[config.mk]
export PLATFORM = sky130hd
export DESIGN_NAME = qspi_master
export DESIGN_NICKNAME = d
export VERILOG_FILES = /design/src/rtl/qspi_pkg.sv /design/src/rtl/qspi_fifo.sv /design/src/rtl/qspi_attr_bank.sv /design/src/rtl/qspi_engine.sv /design/src/rtl/qspi_master.sv
export SDC_FILE = /design/constraint.sdc
export NUM_CORES = 1
export LEC_CHECK = 0
export BUFFER_PORTS_ARGS = -buffer_cell sky130_fd_sc_hd__buf_4
export CORE_MARGIN = 2
export CORE_UTILIZATION = 38
export DETAILED_ROUTE_END_ITERATION = 12
export PLACE_DENSITY = 0.66
export SYNTH_ARGS = -nofsm -noshare
export SYNTH_HDL_FRONTEND = slang
export SYNTH_HIERARCHICAL = 1
export SYNTH_SLANG_ARGS = --single-unit
[constraint.sdc]
create_clock -name clk -period 3.4 [get_ports clk]
set_clock_uncertainty 0.1 [all_clocks]
set_input_delay 0.34 -clock clk [delete_from_list [all_inputs] [get_ports clk]]
set_output_delay 0.34 -clock clk [all_outputs]
set_load 0.03 [all_outputs]
[src/rtl/qspi_pkg.sv]
package qspi_pkg;

    localparam int DW     = 16;
    localparam int DIV_W  = 8;
    localparam int FSZ_W  = 4;

    // Attribute word layout, MSB first: lsbf, cpha, cpol, size code, divider
    typedef struct packed {
        logic             lsbf;
        logic             cpha;
        logic             cpol;
        logic [FSZ_W-1:0] fsz;
        logic [DIV_W-1:0] div;
    } attr_t;

    localparam int ATTR_W = $bits(attr_t);

    localparam attr_t ATTR_RESET = '{lsbf: 1'b0, cpha: 1'b0, cpol: 1'b0,
                                     fsz: FSZ_W'(15), div: '0};

    typedef enum logic [1:0] {
        ST_IDLE,
        ST_XFER,
        ST_GAP
    } eng_state_e;

endpackage

[src/rtl/qspi_fifo.sv]
module qspi_fifo #(
    parameter  int W     = 16,
    parameter  int DEPTH = 4,
    localparam int LW    = $clog2(DEPTH + 1)
) (
    input  logic          clk,
    input  logic          rst_n,
    input  logic          wr,
    input  logic [W-1:0]  wdata,
    input  logic          rd,
    output logic [W-1:0]  rdata,
    output logic          full,
    output logic          empty,
    output logic [LW-1:0] level
);

    localparam int PW = (DEPTH > 1) ? $clog2(DEPTH) : 1;

    typedef struct packed {
        logic [DEPTH-1:0][W-1:0] mem;
        logic [PW-1:0]           wp;
        logic [PW-1:0]           rp;
        logic [LW-1:0]           cnt;
    } fifo_t;

    fifo_t q, d;
    logic  do_wr, do_rd;

    assign full  = (q.cnt == LW'(DEPTH));
    assign empty = (q.cnt == '0);
    assign level = q.cnt;
    assign rdata = q.mem[q.rp];

    always_comb begin
        d     = q;
        do_wr = wr && !full;
        do_rd = rd && !empty;
        if (do_wr) begin
            d.mem[q.wp] = wdata;
            d.wp        = (q.wp == PW'(DEPTH - 1)) ? '0 : q.wp + 1'b1;
        end
        if (do_rd) begin
            d.rp = (q.rp == PW'(DEPTH - 1)) ? '0 : q.rp + 1'b1;
        end
        d.cnt = q.cnt + LW'(do_wr) - LW'(do_rd);
    end

    always_ff @(posedge clk or negedge rst_n) begin
        if (!rst_n) q <= '0;
        else        q <= d;
    end

endmodule

[src/rtl/qspi_attr_bank.sv]
module qspi_attr_bank
    import qspi_pkg::*;
#(
    parameter  int N_ATTR = 8,
    localparam int SW     = $clog2(N_ATTR)
) (
    input  logic          clk,
    input  logic          rst_n,
    input  logic          we,
    input  logic [SW-1:0] wsel,
    input  attr_t         wattr,
    input  logic [SW-1:0] rsel,
    output attr_t         rattr
);

    attr_t [N_ATTR-1:0] bank_q, bank_d;

    always_comb begin
        bank_d = bank_q;
        if (we) bank_d[wsel] = wattr;
    end

    assign rattr = bank_q[rsel];

    always_ff @(posedge clk or negedge rst_n) begin
        if (!rst_n) begin
            for (int i = 0; i < N_ATTR; i++) bank_q[i] <= ATTR_RESET;
        end else begin
            bank_q <= bank_d;
        end
    end

endmodule

[src/rtl/qspi_engine.sv]
module qspi_engine
    import qspi_pkg::*;
(
    input  logic          clk,
    input  logic          rst_n,
    input  logic          tx_avail,
    input  logic          rx_room,
    input  logic [DW-1:0] tx_data,
    input  attr_t         tx_attr,
    output logic          tx_take,
    output logic          rx_wr,
    output logic [DW-1:0] rx_data,
    output logic          sck,
    output logic          cs_n,
    output logic          mosi,
    input  logic          miso
);

    localparam int IW = $clog2(DW + 1);
    localparam int HW = $clog2(2 * DW + 2);
    localparam int BW = $clog2(DW);

    typedef struct packed {
        eng_state_e       state;
        attr_t            attr;
        logic [DW-1:0]    txw;
        logic [DW-1:0]    rxw;
        logic [IW-1:0]    idx;
        logic [HW-1:0]    h;
        logic [DIV_W-1:0] cnt;
        logic             sck;
        logic             cs_n;
        logic             wr;
        logic [DW-1:0]    wdata;
    } eng_t;

    eng_t q, d;

    function automatic logic [IW-1:0] frame_bits(attr_t a);
        if (a.fsz < FSZ_W'(3)) return IW'(4);
        return IW'(a.fsz) + IW'(1);
    endfunction

    function automatic logic [DW-1:0] bitrev(logic [DW-1:0] v);
        logic [DW-1:0] r;
        for (int i = 0; i < DW; i++) r[i] = v[DW-1-i];
        return r;
    endfunction

    logic [IW-1:0] n;
    logic [BW-1:0] pos;
    logic          sample;

    always_comb begin
        d       = q;
        d.wr    = 1'b0;
        tx_take = 1'b0;
        n       = frame_bits(q.attr);
        // edge number h+1 is leading when h is even
        sample  = (~q.h[0]) == (~q.attr.cpha);
        unique case (q.state)
            ST_IDLE: begin
                d.cs_n = 1'b1;
                if (tx_avail && rx_room) begin
                    tx_take = 1'b1;
                    d.attr  = tx_attr;
                    d.txw   = tx_data;
                    d.rxw   = '0;
                    d.idx   = '0;
                    d.h     = '0;
                    d.cnt   = '0;
                    d.sck   = tx_attr.cpol;
                    d.cs_n  = 1'b0;
                    d.state = ST_XFER;
                end
            end
            ST_XFER: begin
                if (q.cnt != q.attr.div) begin
                    d.cnt = q.cnt + 1'b1;
                end else begin
                    d.cnt = '0;
                    if (q.h < HW'({n, 1'b0})) begin
                        if (sample) begin
                            d.rxw = {q.rxw[DW-2:0], miso};
                        end else if (q.attr.cpha ? (q.h != '0)
                                                 : (q.h != HW'({n, 1'b0}) - 1'b1)) begin
                            d.idx = q.idx + 1'b1;
                        end
                        d.sck = ~q.sck;
                        d.h   = q.h + 1'b1;
                    end else begin
                        d.cs_n  = 1'b1;
                        d.wr    = 1'b1;
                        d.wdata = q.attr.lsbf ? (bitrev(q.rxw) >> (IW'(DW) - n)) : q.rxw;
                        d.state = ST_GAP;
                    end
                end
            end
            ST_GAP: begin
                if (q.cnt == q.attr.div) begin
                    d.cnt   = '0;
                    d.state = ST_IDLE;
                end else begin
                    d.cnt = q.cnt + 1'b1;
                end
            end
            default: d.state = ST_IDLE;
        endcase
    end

    always_comb begin
        pos  = q.attr.lsbf ? BW'(q.idx) : BW'(n - 1'b1 - q.idx);
        mosi = (q.state == ST_XFER) ? q.txw[pos] : 1'b0;
    end

    assign sck     = q.sck;
    assign cs_n    = q.cs_n;
    assign rx_wr   = q.wr;
    assign rx_data = q.wdata;

    always_ff @(posedge clk or negedge rst_n) begin
        if (!rst_n) begin
            q       <= '0;
            q.state <= ST_IDLE;
            q.cs_n  <= 1'b1;
        end else begin
            q <= d;
        end
    end

endmodule

[src/rtl/qspi_master.sv]
module qspi_master
    import qspi_pkg::*;
#(
    parameter  int N_ATTR    = 8,
    parameter  int TXQ_DEPTH = 4,
    parameter  int RXQ_DEPTH = 5,
    localparam int SW        = $clog2(N_ATTR),
    localparam int RLW       = $clog2(RXQ_DEPTH + 1)
) (
    input  logic              clk,
    input  logic              rst_n,
    input  logic              cfg_we,
    input  logic [SW-1:0]     cfg_sel,
    input  logic [ATTR_W-1:0] cfg_wdata,
    input  logic              push_we,
    input  logic [DW-1:0]     push_word,
    input  logic [SW-1:0]     push_sel,
    output logic              push_full,
    input  logic              pop_re,
    output logic [2*DW-1:0]   pop_word,
    output logic [RLW-1:0]    rx_level,
    output logic              ovf_err,
    output logic              unf_err,
    output logic              spi_sck,
    output logic              spi_cs_n,
    output logic              spi_mosi,
    input  logic              spi_miso
);

    localparam int TLW = $clog2(TXQ_DEPTH + 1);

    typedef struct packed {
        logic ovf;
        logic unf;
    } flag_t;

    flag_t flag_q, flag_d;

    logic [SW+DW-1:0] tx_head;
    logic             tx_empty, tx_take;
    logic [TLW-1:0]   tx_level;
    attr_t            head_attr;
    logic             rx_wr, rx_full, rx_empty;
    logic [DW-1:0]    rx_wdata, rx_head;

    qspi_attr_bank #(.N_ATTR(N_ATTR)) i_bank (
        .clk   (clk),
        .rst_n (rst_n),
        .we    (cfg_we),
        .wsel  (cfg_sel),
        .wattr (attr_t'(cfg_wdata)),
        .rsel  (tx_head[SW+DW-1:DW]),
        .rattr (head_attr)
    );

    qspi_fifo #(.W(SW + DW), .DEPTH(TXQ_DEPTH)) i_txq (
        .clk   (clk),
        .rst_n (rst_n),
        .wr    (push_we),
        .wdata ({push_sel, push_word}),
        .rd    (tx_take),
        .rdata (tx_head),
        .full  (push_full),
        .empty (tx_empty),
        .level (tx_level)
    );

    qspi_fifo #(.W(DW), .DEPTH(RXQ_DEPTH)) i_rxq (
        .clk   (clk),
        .rst_n (rst_n),
        .wr    (rx_wr),
        .wdata (rx_wdata),
        .rd    (pop_re),
        .rdata (rx_head),
        .full  (rx_full),
        .empty (rx_empty),
        .level (rx_level)
    );

    qspi_engine i_engine (
        .clk      (clk),
        .rst_n    (rst_n),
        .tx_avail (!tx_empty && tx_level != '0),
        .rx_room  (!rx_full),
        .tx_data  (tx_head[DW-1:0]),
        .tx_attr  (head_attr),
        .tx_take  (tx_take),
        .rx_wr    (rx_wr),
        .rx_data  (rx_wdata),
        .sck      (spi_sck),
        .cs_n     (spi_cs_n),
        .mosi     (spi_mosi),
        .miso     (spi_miso)
    );

    always_comb begin
        flag_d = flag_q;
        if (push_we && push_full) flag_d.ovf = 1'b1;
        if (pop_re && rx_empty)   flag_d.unf = 1'b1;
    end

    always_ff @(posedge clk or negedge rst_n) begin
        if (!rst_n) flag_q <= '0;
        else        flag_q <= flag_d;
    end

    assign pop_word = {{DW{1'b0}}, rx_head};
    assign ovf_err  = flag_q.ovf;
    assign unf_err  = flag_q.unf;

endmodule

==> impl_metrics.ini <==
[worst_setup_path]
crit_path_cell_trace = ha_4 -> nor3_4 -> nand2b_4 -> inv_4 -> fa_2 -> mux2i_4 -> buf_12 -> mux2i_1 -> mux2i_1 -> mux2_4 -> nand2_4 -> mux2i_4 -> buf_6
worst-r2r-setup-slack_ps = 10
worst-endpoint-arrival_ps = 3230
critPathKind = reg2out
crit_required_ps = 2960
crit_path_top_delay_cell = sky130_fd_sc_hd__fa_2
timing.critical_path.to_type = output port
cp_top_family = multiplexers
critical_path_peak_fanout = 8
cp_startpoint_kind = flip-flop
critical-path-max-stage-delay_ps = 470
critical_path_buf_inv_count = 3

[clock_network]
cts-root-buf = sky130_fd_sc_hd__clkbuf_16
post_cts_clock_slew_at_the_launch_and_capture_registers_of_the_worst_setup_and_hold_paths_ps = 60
clk_latency_ps = 580
clock_buffers_created_by_tritoncts = 42
clock_tree.buffer_depth = 3
clkSinkCount = 379
tritoncts = yes
h-tree-depth = 2

[yosys]
synth_seq_area_share_pct = 49.5
synthesis.yosys.warnings = 6
postSynthRegisterBits = 379
postSynthAreaPerCell_um2 = 13.5
synth_async_sr_flop_share_pct = 100
yosysUniqueCellTypes = 77
synth_top_flop_cell = sky130_fd_sc_hd__dfrtp_1
yosys.area.top_type = sky130_fd_sc_hd__dfrtp_1
post-synth-top-area-fraction_pct = 45.0
netlist_top_cells_area = sky130_fd_sc_hd__dfrtp_1, sky130_fd_sc_hd__mux2_2, sky130_fd_sc_hd__dfstp_2
mappedNetlistArea_mm2 = 0.0192
synth-edff-count = 0
netlist_instances = 1422

[sta]
fin_ws_ps = -265
hold_violations = 0
final_max_slew_viol_count = 0
max_slew_margin_pct = 32.9
worst_tran_pin_value_ps = 1010
fin_crit_ps = 3670
setup_tns_ps = -265
timing.fmax_ghz = 0.273
finalSetupViolations = 1
rsz_0062_raised_after_global_routing = true
period_share_pct = 108
fin_worst_hold_slack_ps = 259

[floorplanning]
start_util_pct = 38.4
die_width_um = 229
die_y_um = 229
floorplan.core_area_mm2 = 0.0501
fp.dieArea_mm2 = 0.0524
rows = 82
design.portCount = 84

[placement]
detailed_place.area_mm2 = 0.0202
post-dp-hpwl_um = 26100
routabilityCongestion = 0.862
buffer_ports.inserted = 67

[final_layout]
syn_to_final_growth_pct = 15.7
layout.cell_area.non_filler_mm2 = 0.0223
layout-drive-gt1-share_pct = 42.1
fillerInstances = 4573
finish.net_count = 1591

[global_routing]
largest_net_degree_at_the_start_of_global_routing = 96
wire_length_of_the_first_global_routing_pass_um = 66300
first_global_vias = 12100
globalRouteOverflowTotal = 0
antenna_found_initial = 2
globalRouteTotalUtil_pct = 15.7

[routing]
routed_wire_length_per_instance_um = 18.2
dr.first_iter.drc_count = 668
postRouteAntennaNets = 0
detailroute.via_count = 11600
via_per_instance_ratio = 5.20
post-route-drc-count = 0
route.final.wire_length_um = 40500
firstDrtPassIters = 7

[power_and_ir_drop]
vdd_ir_drop_max_uv = 788
leakage_nw = 9.81
power.density_mw_per_mm2 = 922

[job]
timing.max_cap.violations = 0

[outcome]
status = finished with violations
failed_checks = setup timing

[worst_hold_path]
holdCritPathClass = in2async
## cell families after synthesis
| group | share of synthesized area, % |
|---|---|
| compound gates | 5.13 |
| xor+xnor | 1.14 |
| fa+ha+maj | 2.26 |
| buf+inv | 4.92 |
| flops | 49.5 |
| mux | 30.6 |
| other cells | 0.0195 |
| simple gates | 6.43 |
## through the flow
step | setup WS (ps) | instances | util (%) | power, mW
after floorplan | 10.8 | 1437 | - | 13.5
after global placement | 102 | 2098 | 40.4 | 15.2
after detailed placement | 32.1 | 2098 | 40.4 | 15.4
after CTS | -397 | 2217 | 44.3 | 20.5
after global routing | -407 | 2220 | 44.5 | 21.8
final | -265 | 2220 | 44.5 | 20.5
## what timing repair did
item	4_1_cts	5_1_grt
endpoints found under the hold margin	259	0
pin swaps	6	9
setup endpoints to repair	1	26
hold buffers	38	0
gates resized for setup	10	14
setup buffers	5	2
cloned	0	0
## final cells by class
cell class,count,area (um^2),area share (%)
multi-input cells,905,8960,40.3
repair buffers,148,1290,5.81
well taps,672,841,3.78
diodes,1,2.50,0.0112
clock buffers,62,1280,5.74
inverters,39,149,0.669
clock inverters,14,208,0.933
flip-flops and latches,379,9530,42.8
## flip-flops by register name, indices dropped and copies added, names as in the netlist
signal	cells
i_txq/q	80
i_engine/sck	1
ovf_err	1
i_bank/bank_q	120
i_engine/q	66
i_rxq/level	3
unf_err	1
i_engine/rx_data	16
i_engine/cs_n	1
i_txq/level	3
i_engine/rx_wr	1
i_rxq/q	86
## cells in the mapped netlist, types with 22 or more instances
master,number
sky130_fd_sc_hd__buf_6,22
sky130_fd_sc_hd__mux4_2,36
sky130_fd_sc_hd__dfrtp_1,346
sky130_fd_sc_hd__o21ai_0,44
sky130_fd_sc_hd__nand2_1,65
sky130_fd_sc_hd__inv_1,35
sky130_fd_sc_hd__mux2i_1,55
sky130_fd_sc_hd__clkbuf_1,26
sky130_fd_sc_hd__mux2_2,338
sky130_fd_sc_hd__nand3_1,25
sky130_fd_sc_hd__buf_4,42
sky130_fd_sc_hd__dfstp_2,33
sky130_fd_sc_hd__nor2_1,55
sky130_fd_sc_hd__ha_1,30
## path summary, 6_finish.rpt
check / start / end / depth (start not counted)
min in group clk: cfg_sel[0] / i_bank/bank_q[2] / 4
max: i_engine/q[79] / spi_mosi / 13
max reg2reg: i_engine/q[79] / i_engine/q[31] / 14
max in group asynchronous: rst_n / i_bank/bank_q[8] / 3
min: rst_n / i_bank/bank_q[6] / 2
min reg2reg: unf_err / unf_err / 1
## cells in the final DEF, fill, tap and decap left out, drive strengths merged, types with 5 or more instances in the layout
master       Yosys  layout
o21ai           63      63
nor2            59      59
dlygate4sd3      0      38
mux2           350     350
o211ai           7       7
dfrtp          346     346
a221o           15      15
nand2b          13      13
xnor2            9       9
nand4            7       7
nor3            14      14
clkinv           2      10
a21o             6       6
buf             88     110
nand2           65      65
conb             1      16
mux4            56      56
clkbuf          26      62
ha              30      30
a22oi            5       5
and3             6       6
dfstp           33      33
xor2            16      16
inv             37      38
nand3           26      26
mux2i           56      56
o31ai           11      11
a21oi           21      21
## report_power, final
| group | leakage (nW) | switching, mW | total (mW) | internal (mW) |
|---|---|---|---|---|
| combinational | 4.35 | 4.41 | 9.06 | 4.64 |
| clock | 0.723 | 1.88 | 4.74 | 2.86 |
| sequential | 4.74 | 0.884 | 6.72 | 5.84 |
| total | 9.81 | 7.18 | 20.5 | 13.3 |
## layer usage
metal	up-vias	part of all wire (%)	global-route usage, %
met3	65	3.3	2.63
li1	5350	-	-
met5	-	0.032	0
met4	2	2.1	5.07
met1	5948	46	21.3
met2	188	48	25.7
Note: power is estimated with default switching activity, not from simulation.
